[src/rtl/ddr_burst_colgen.sv]
module ddr_burst_colgen #(
  parameter int COL_W = 10
) (
  input  logic             clk,
  input  logic             rst_n,
  input  logic             start,
  input  logic [COL_W-1:0] start_col,
  input  logic [2:0]       bl_code,
  input  logic             interleave,
  input  logic             terminate,
  output logic             beat_valid,
  output logic [COL_W-1:0] beat_col,
  output logic             beat_last,
  output logic             bad_len
);

  localparam int ORD_W = 3;

  logic             busy;
  logic [ORD_W-1:0] idx;
  logic [ORD_W-1:0] span_m1;
  logic [COL_W-1:0] base;
  logic             ilv;

  wire             code_ok = (bl_code != 3'd0) && (bl_code <= 3'd3);
  wire [ORD_W:0]   new_len = (ORD_W+1)'(1) << bl_code[1:0];
  wire [ORD_W-1:0] ord     = ilv ? (base[ORD_W-1:0] ^ idx) : (base[ORD_W-1:0] + idx);
  wire [ORD_W-1:0] lo      = (base[ORD_W-1:0] & ~span_m1) | (ord & span_m1);

  assign beat_valid = busy;
  assign beat_last  = busy && (idx == span_m1);
  assign beat_col   = {base[COL_W-1:ORD_W], lo};

  always_ff @(posedge clk or negedge rst_n) begin
    if (!rst_n) begin
      busy    <= 1'b0;
      idx     <= '0;
      span_m1 <= '0;
      base    <= '0;
      ilv     <= 1'b0;
      bad_len <= 1'b0;
    end else begin
      bad_len <= 1'b0;
      if (!busy) begin
        if (start) begin
          if (code_ok) begin
            busy    <= 1'b1;
            idx     <= '0;
            base    <= start_col;
            ilv     <= interleave;
            span_m1 <= ORD_W'(new_len - 1'b1);
          end else begin
            bad_len <= 1'b1;
          end
        end
      end else if (beat_last || terminate) begin
        busy <= 1'b0;
      end else begin
        idx <= idx + 1'b1;
      end
    end
  end

  p_last_in_burst_r6: assert property (@(posedge clk) disable iff (!rst_n)
    beat_last |-> beat_valid);

  p_idle_after_last_r6: assert property (@(posedge clk) disable iff (!rst_n)
    beat_last |=> !beat_valid);

  p_upper_fixed_r5: assert property (@(posedge clk) disable iff (!rst_n)
    (beat_valid && $past(beat_valid)) |-> $stable(beat_col[COL_W-1:ORD_W]));

  p_no_beats_on_error_r8: assert property (@(posedge clk) disable iff (!rst_n)
    bad_len |-> !beat_valid);

  p_term_stops_r9: assert property (@(posedge clk) disable iff (!rst_n)
    (beat_valid && terminate) |=> !beat_valid);

  p_burst_needs_start_r2: assert property (@(posedge clk) disable iff (!rst_n)
    $rose(beat_valid) |-> $past(start));

endmodule

[config.mk]
export PLATFORM = sky130hd
export DESIGN_NAME = ddr_burst_colgen
export DESIGN_NICKNAME = d
export VERILOG_FILES = /design/src/rtl/ddr_burst_colgen.sv
export SDC_FILE = /design/constraint.sdc
export NUM_CORES = 1
export LEC_CHECK = 0
export ABC_AREA = 1
export BUFFER_PORTS_ARGS = -buffer_cell sky130_fd_sc_hd__buf_4
export CAP_MARGIN = 10
export CORE_ASPECT_RATIO = 0.6
export CORE_MARGIN = 3
export CORE_UTILIZATION = 40
export DETAILED_ROUTE_END_ITERATION = 6
export GPL_TIMING_DRIVEN = 0
export PLACE_DENSITY = 0.73
export RECOVER_POWER = 50
export SLEW_MARGIN = 10
export SYNTH_ARGS = -nofsm -noshare
export SYNTH_HDL_FRONTEND = slang
export SYNTH_SLANG_ARGS = --single-unit
[constraint.sdc]
create_clock -name clk -period 2.05 [get_ports clk]
set_clock_uncertainty 0.1 [all_clocks]
set_input_delay 0.205 -clock clk [delete_from_list [all_inputs] [get_ports clk]]
set_output_delay 0.205 -clock clk [all_outputs]
set_load 0.03 [all_outputs]
==> results.md, run 1 <==
- Run status: finished, violations left
- Failing checks: negative setup slack
- Layout net count: 185
- Max-Cap Viols: 0
- Slew Limit Fails: 0
- Chip Height: 44.87 µm
- Drt first pass iters: 4
- Die area: 0.003176 mm²
- WL met2: ~1.2 mm
- DRC violations left: 0
- Clk Latency, worst-skew pair: around 0.25 ns
- Core area: ~0.0023 mm²
- N_diodes: 0
- Root buffer cell: clkbuf_8
- Via count: 880
- H-tree depth: 1
- Mapped Nets: roughly 150
- Sw Pwr: ~510 µW
- CP Class: reg2out
- CTS tree: yes
- FF+latch area: around 480 µm²
- Critical Path AT: 1.79 ns
- Global placer's final weighted congestion: slightly below 0.8
- CTS Buf Count: 3
- Largest net degree at the start of global routing: 20
- Ratio of cells with drive above 1 in the final layout: 0.3580
- Critical Path RT: 1.75 ns
- Num Clock Sinks: 19
- Post-DRT Antenna Nets: 0
- Slew @ Worst Pin: around 1.0 ns
- Post-synth top area share: 0.4720
- Slew margin rel.: 0.3031
- Top-count cell post-synth: nand2_1
- Max VDD drop: ~0.00036 V
- Distinct cell type count after synthesis: 20
- Core Rows: 13
- Startpoint Class: flip-flop
- Comb pwr share: 0.442
- Worst slack, placed: between 0.1 and 0.15 ns
- Fmax: 0.4771 GHz
- Clk network pwr share: 0.187
- Post-route core utilization: 0.5934
- Min setup slack post-route: -0.04618 ns
- Max layer used: met4
- Top_reg_cell synth: dfrtp_1
- Layout area overhead: 34.16%
- DP HPWL: 1.723 mm
- Reg clk slew, reported paths: 0.07 ns
- Synth Instances: between 100 and 150
- Hold Crit Class: in2reg
- Total track usage: 0.1546
- Post-synth EDFFs: 0
- Routed wire length: roughly 2.3 mm
- Area of the multi-input gates: 409.1 µm²
- CP bufs+invs: 2
- Crit-path max FO: 2
- Share of flip-flops with an asynchronous set or reset: 1.000
- Wire per inst: 12.08 µm
- Leak Pwr: between 0.7 and 0.8 nW
- Synth Register Bits: 19
- Crit-path slowest cell: fa_2
- Die X: ~71 µm
- Synth Cell Area: ~0.001 mm²
- Fillers: 209
- Vias in the first global route: 853
- Wl on met1: 1.030 mm
- Internal power: 850.7 µW
- I/O Buffers: 30
- Number of DRC markers in iteration 0: 42
- Setup TNS: -0.08825 ns
- Critical Path, Cell by Cell: ha_2 > inv_2 > fa_2 > a21oi_2 > o21ai_1 > o21ai_1 > buf_4
- Largest cells by area after synthesis: dfrtp_1 47%, nand2_1 18%, buf_4 6.0%
- Final-report setup violation count: 2
- PD cells: 1009 mW/mm²
- IO Pins: 31
- Fin. Hold Viols: 0
- Critical Path End Type: primary output
- Yosys warning count: 0
- CP peak stage delay: around 0.43 ns
- Largest delay share family, worst path: adder cells
- Post-layout min period: about 2.1 ns
- Top cells by count, synth: 47 x nand2_1, 19 x dfrtp_1, 12 x inv_1
- Crit-path most repeated cell: o21ai_1
- Vias per Instance: approximately 4.6
- Cell accounting for the most synthesized area: dfrtp_1
- Switching share of power: 0.3759
- Seq pwr share: 0.370
- Period utilisation layout: 1.023
- Mean cell area of the mapped netlist: just over 8 µm²
- Max clock buf depth: 2
- First-pass GRT wire length: between 3 and 4 mm
- Grt ovf: 0
- Unrepaired setup endpoints after global routing: true
- Initial antenna violation count: 0
- Initial Util: 0.4423
- Metal3 WL: around 94 µm
- Post-synthesis sequential area ratio: 0.4720
[path summary, 6_finish.rpt]
path                                       end                  from  cells past startpoint  slack (ns)
setup / recovery                   beat_col[1]   base[0]$_DFFE_PN0P_                      7       -0.05
hold / removal             base[3]$_DFFE_PN0P_          start_col[3]                      3        0.04
setup reg to reg           base[4]$_DFFE_PN0P_  beat_valid$_DFF_PN0_                      6        0.38
hold reg to reg            base[6]$_DFFE_PN0P_   base[6]$_DFFE_PN0P_                      2        0.39
max in group asynchronous   idx[1]$_DFFE_PN0P_                 rst_n                      2        0.56
min in group asynchronous      ilv$_DFFE_PN0P_                 rst_n                      2        0.59
[what timing repair did]
item / 4_1_cts / 5_1_grt
buffers inserted: 3 / 1
pin swaps: 5 / 0
resized for setup: 9 / 0
endpoints found under the hold margin: 19 / 0
hold buffers: 1 / 0
endpoints found under the setup margin: 2 / 2
[worst reg2reg max path, delay by kind of cell, from the launching register on]
kind                   cells  cell delay (ns)
DFF                        1             0.44
buffers and inverters      3             0.69
and+or+nand+nor            3             0.34
[sequential cells by signal, indices dropped and copies added (netlist names)]
register and count:
base 10, idx 3, bad_len 1, span_m1 3
ilv 1, beat_valid 1
[routing by layer]
metal	track usage	up-vias
met5	0	-
met4	0.05618	0
met3	0.04889	4
met2	0.2578	17
met1	0.1933	414
li1	-	445
[kinds of logic after synthesis]
family	synth area share
AND/OR/NAND/NOR	0.2720
AO/OA/AOI/OAI	0.05591
XOR/XNOR	0.01739
flip-flops	0.4721
buffers and inverters	0.1255
adder cells (fa/ha/maj)	0.05715
[placed cells by master, fill, tap and decap left out]
master         count
a21oi_2            1
o21bai_1           1
buf_4             40
clkbuf_8           3
dlygate4sd3_1      1
nor2_1             5
o21ai_0            3
inv_2              2
clkinvlp_2         1
o21ai_1            3
nand2_1           48
ha_2               1
nand3_1            4
dfrtp_1           18
xnor2_1            2
fa_2               1
dfrtp_2            1
a21oi_1            1
ha_1               2
inv_1             11
buf_6              1
nand2_2            3
o21ai_2            1
nand4_1            2
nor2_2             3
clkbuf_1           3
[power by group through the flow]
| stage | combinational, mW | clock, mW | sequential, mW |
|---|---|---|---|
| global route | 0.663 | 0.283 | 0.513 |
| detailed placement | 0.535 | 0 | 0.521 |
| floorplan | 0.356 | 0 | 0.508 |
| CTS | 0.601 | 0.268 | 0.502 |
| global placement | 0.516 | 0 | 0.513 |
| finish | 0.603 | 0.256 | 0.505 |
[stage by stage]
stage	std cells	hold WS (ns)	cell area, µm²	total power [mW]
detailed placement	183	-0.003833	1270	1.056
floorplan	123	-0.1906	1007	0.8636
global route	192	0.04578	1351	1.459
global placement	183	-0.007911	1270	1.029
CTS	191	0.03650	1360	1.371
finish	192	0.04373	1351	1.363
[final cells by class]
cell class	instances	share of cell area
multi-input combinational	81	0.3028
clock buffer	4	0.03333
timing repair buffer	35	0.1907
sequential	19	0.3528
tap	30	0.02778
inverter	14	0.03981
buffer	9	0.05278
(Power assumes the default switching activity.)
==> inputs of run 2 (changes only) <==
- PLACE_DENSITY: 0.73 -> not set
- clock period: 2.05 -> 2.5 ns (I/O delays scaled with it)
==> results.md, run 2 (same netlist as run 1, synthesis figures left out) <==
- Slew @ Worst Pin: 1.056 ns (was 1.045 ns)
- Hold path start: start_col[0] (was start_col[3])
- Largest net degree at the start of global routing: 20 (unchanged)
- Commonest non-fill, non-tap cell in the layout: nand2_1 (unchanged)
- Core area: 0.002277 mm² (unchanged)
- Post-layout min period: approximately 2.3 ns
- Critical Path AT: 1.91 ns (was 1.79 ns)
- Critical Path RT: 2.15 ns (was 1.75 ns)
- Post-route core utilization: 0.5731 (was 0.5934)
- Layout net count: 181 (was 185)
- Wire per inst: 10.94 µm (was 12.08 µm)
- Fmax: about 0.44 GHz
- Ratio of cells with drive above 1 in the final layout: 0.2975 (was 0.3580)
- I/O Buffers: 30 (unchanged)
- Global placer's final weighted congestion: 0.8189 (was 0.7817)
- Max clock buf depth: 2 (unchanged)
- Startpoint Class: flip-flop (unchanged)
- Largest regs: base (10), idx (3), span_m1 (3) (unchanged)
- Grt ovf: 0 (unchanged)
- PD cells: 808.1 mW/mm² (was 1009 mW/mm²)
- Total track usage: 0.1473 (was 0.1546)
- Initial Util: 0.4423 (unchanged)
- CTS Buf Count: 3 (unchanged)
- Die area: 0.003176 mm² (unchanged)
- Unrepaired setup endpoints after global routing: false (was true)
- Layout area overhead: 29.57% (was 34.16%)
- Chip Height: 44.87 µm (unchanged)
- Top reg by flops: base (unchanged)
- N_diodes: 0 (unchanged)
- Routed wire length: 2.056 mm (was 2.320 mm)
- Slew margin rel.: 0.2961 (was 0.3031)
- Critical Path End Type: primary output (unchanged)
- Post-CTS setup buffers: 0 (was 3)
- Crit-path max FO: 4 (was 2)
- Leak Pwr: 0.7164 nW (was 0.7369 nW)
- WL met2: 837 µm (was 1.167 mm)
- DP HPWL: 1.582 mm (was 1.723 mm)
- Period utilisation layout: 0.9046
- First-pass GRT wire length: 3.512 mm (was 3.781 mm)
- Hold slack: 0.08586 ns (was 0.04373 ns)
- Root buffer cell: clkbuf_8 (unchanged)
- Num Clock Sinks: 19 (unchanged)
- Setup slack, reg-to-reg: 0.87 ns (was 0.38 ns)
- CTS resizes: 0 (was 9)
- CTS Hold Buffers Added: 1 (unchanged)
- Hold Crit Class: in2reg (unchanged)
- DRC violations left: 0 (unchanged)
- Metal3 WL: 130 µm (was 94 µm)
- Die X: 70.78 µm (unchanged)
- Setup TNS: 0 ns (was -0.08825 ns)
- Overall power: 1.055 mW (was 1.363 mW)
- Vias per Instance: 4.340 (was 4.583)
- Number of DRC markers in iteration 0: 17 (was 42)
- Reg clk slew, reported paths: 0.07 ns (about the same)
- Run status: completed (was finished, violations left)
- Final-report setup violation count: 0 (was 2)
- Fin. Hold Viols: 0 (unchanged)
- Max reg flops: 10 (unchanged)
- Max VDD drop: 0.0003770 V (was 0.0003622 V)
- Max-Cap Viols: 0 (unchanged)
- Post-DRT Antenna Nets: 0 (unchanged)
- Clk Latency, worst-skew pair: 0.25 ns (about the same)
- Max layer used: met4 (unchanged)
- Vias in the first global route: 775 (was 853)
- CTS tree: yes (unchanged)
- IO Pins: 31 (unchanged)
- Initial antenna violation count: 0 (unchanged)
- Via count: 816 (was 880)
- Core Rows: 13 (unchanged)
- Drt first pass iters: 4 (unchanged)
- H-tree depth: 1 (unchanged)
- Slew Limit Fails: 0 (unchanged)
- Most frequent cells in the layout: 48 x nand2_1, 35 x buf_4, 19 x dfrtp_1 (was 48 x nand2_1, 40 x buf_4, 18 x dfrtp_1)
- Worst R2R Start: beat_valid$_DFF_PN0_ (unchanged)
- CP Class: reg2out (unchanged)
- Wl on met1: 1.072 mm (was 1.030 mm)
- CP startpoint: idx[0]$_DFFE_PN0P_ (was base[0]$_DFFE_PN0P_)
[run 2: area by class of cell]
type / instances / area [µm²]
Buffer: 9 / 67.56
Clock buffer: 4 / 45.04
Fill cell: 231 / 972.2
Inverter: 14 / 53.80
Multi-Input combinational cell: 81 / 397.9
Sequential cell: 19 / 475.5
Tap cell: 30 / 37.54
Timing Repair Buffer: 31 / 227.7
[run 2: worst max-delay path, cell delays in order (launching register included)]
cell and delay [ns]:
dfrtp_1 0.40, ha_1 0.18, inv_1 0.06, fa_1 0.35
nor2_1 0.14, a21oi_1 0.08, o21ai_0 0.10, xnor2_1 0.17
buf_4 0.19
[run 2: routing by layer]
layer | GRT usage | vias up
met4 | 0.04494 | 0
met5 | 0 | -
li1 | - | 438
met2 | 0.2081 | 17
met3 | 0.06222 | 2
met1 | 0.2059 | 359
[run 2: power by group]
group / switching, mW / internal (mW) / total, mW
Clock: 0.0965 / 0.113 / 0.210
Combinational: 0.246 / 0.181 / 0.427
Sequential: 0.0491 / 0.369 / 0.418
Total: 0.392 / 0.663 / 1.05
[run 2: final timing paths]
| kind | end | cells after the start |
|---|---|---|
| worst max register to register | base[2]$_DFFE_PN0P_ | 6 |
| max in group asynchronous | base[2]$_DFFE_PN0P_ | 2 |
| worst min-delay path | base[0]$_DFFE_PN0P_ | 3 |
| min in group asynchronous | beat_valid$_DFF_PN0_ | 2 |
| worst max-delay path | beat_col[2] | 8 |
| worst min register to register | base[7]$_DFFE_PN0P_ | 2 |
[run 2: per-stage QoR]
step           setup slack (ns)  std cells  cell area, µm²
3_3_place_gp             0.5391        183            1270
2_1_floorplan            0.4928        123            1007
5_1_grt                 0.08258        188            1305
3_5_place_dp             0.5072        183            1270
6_report                 0.2386        188            1305
4_1_cts                  0.2159        188            1325
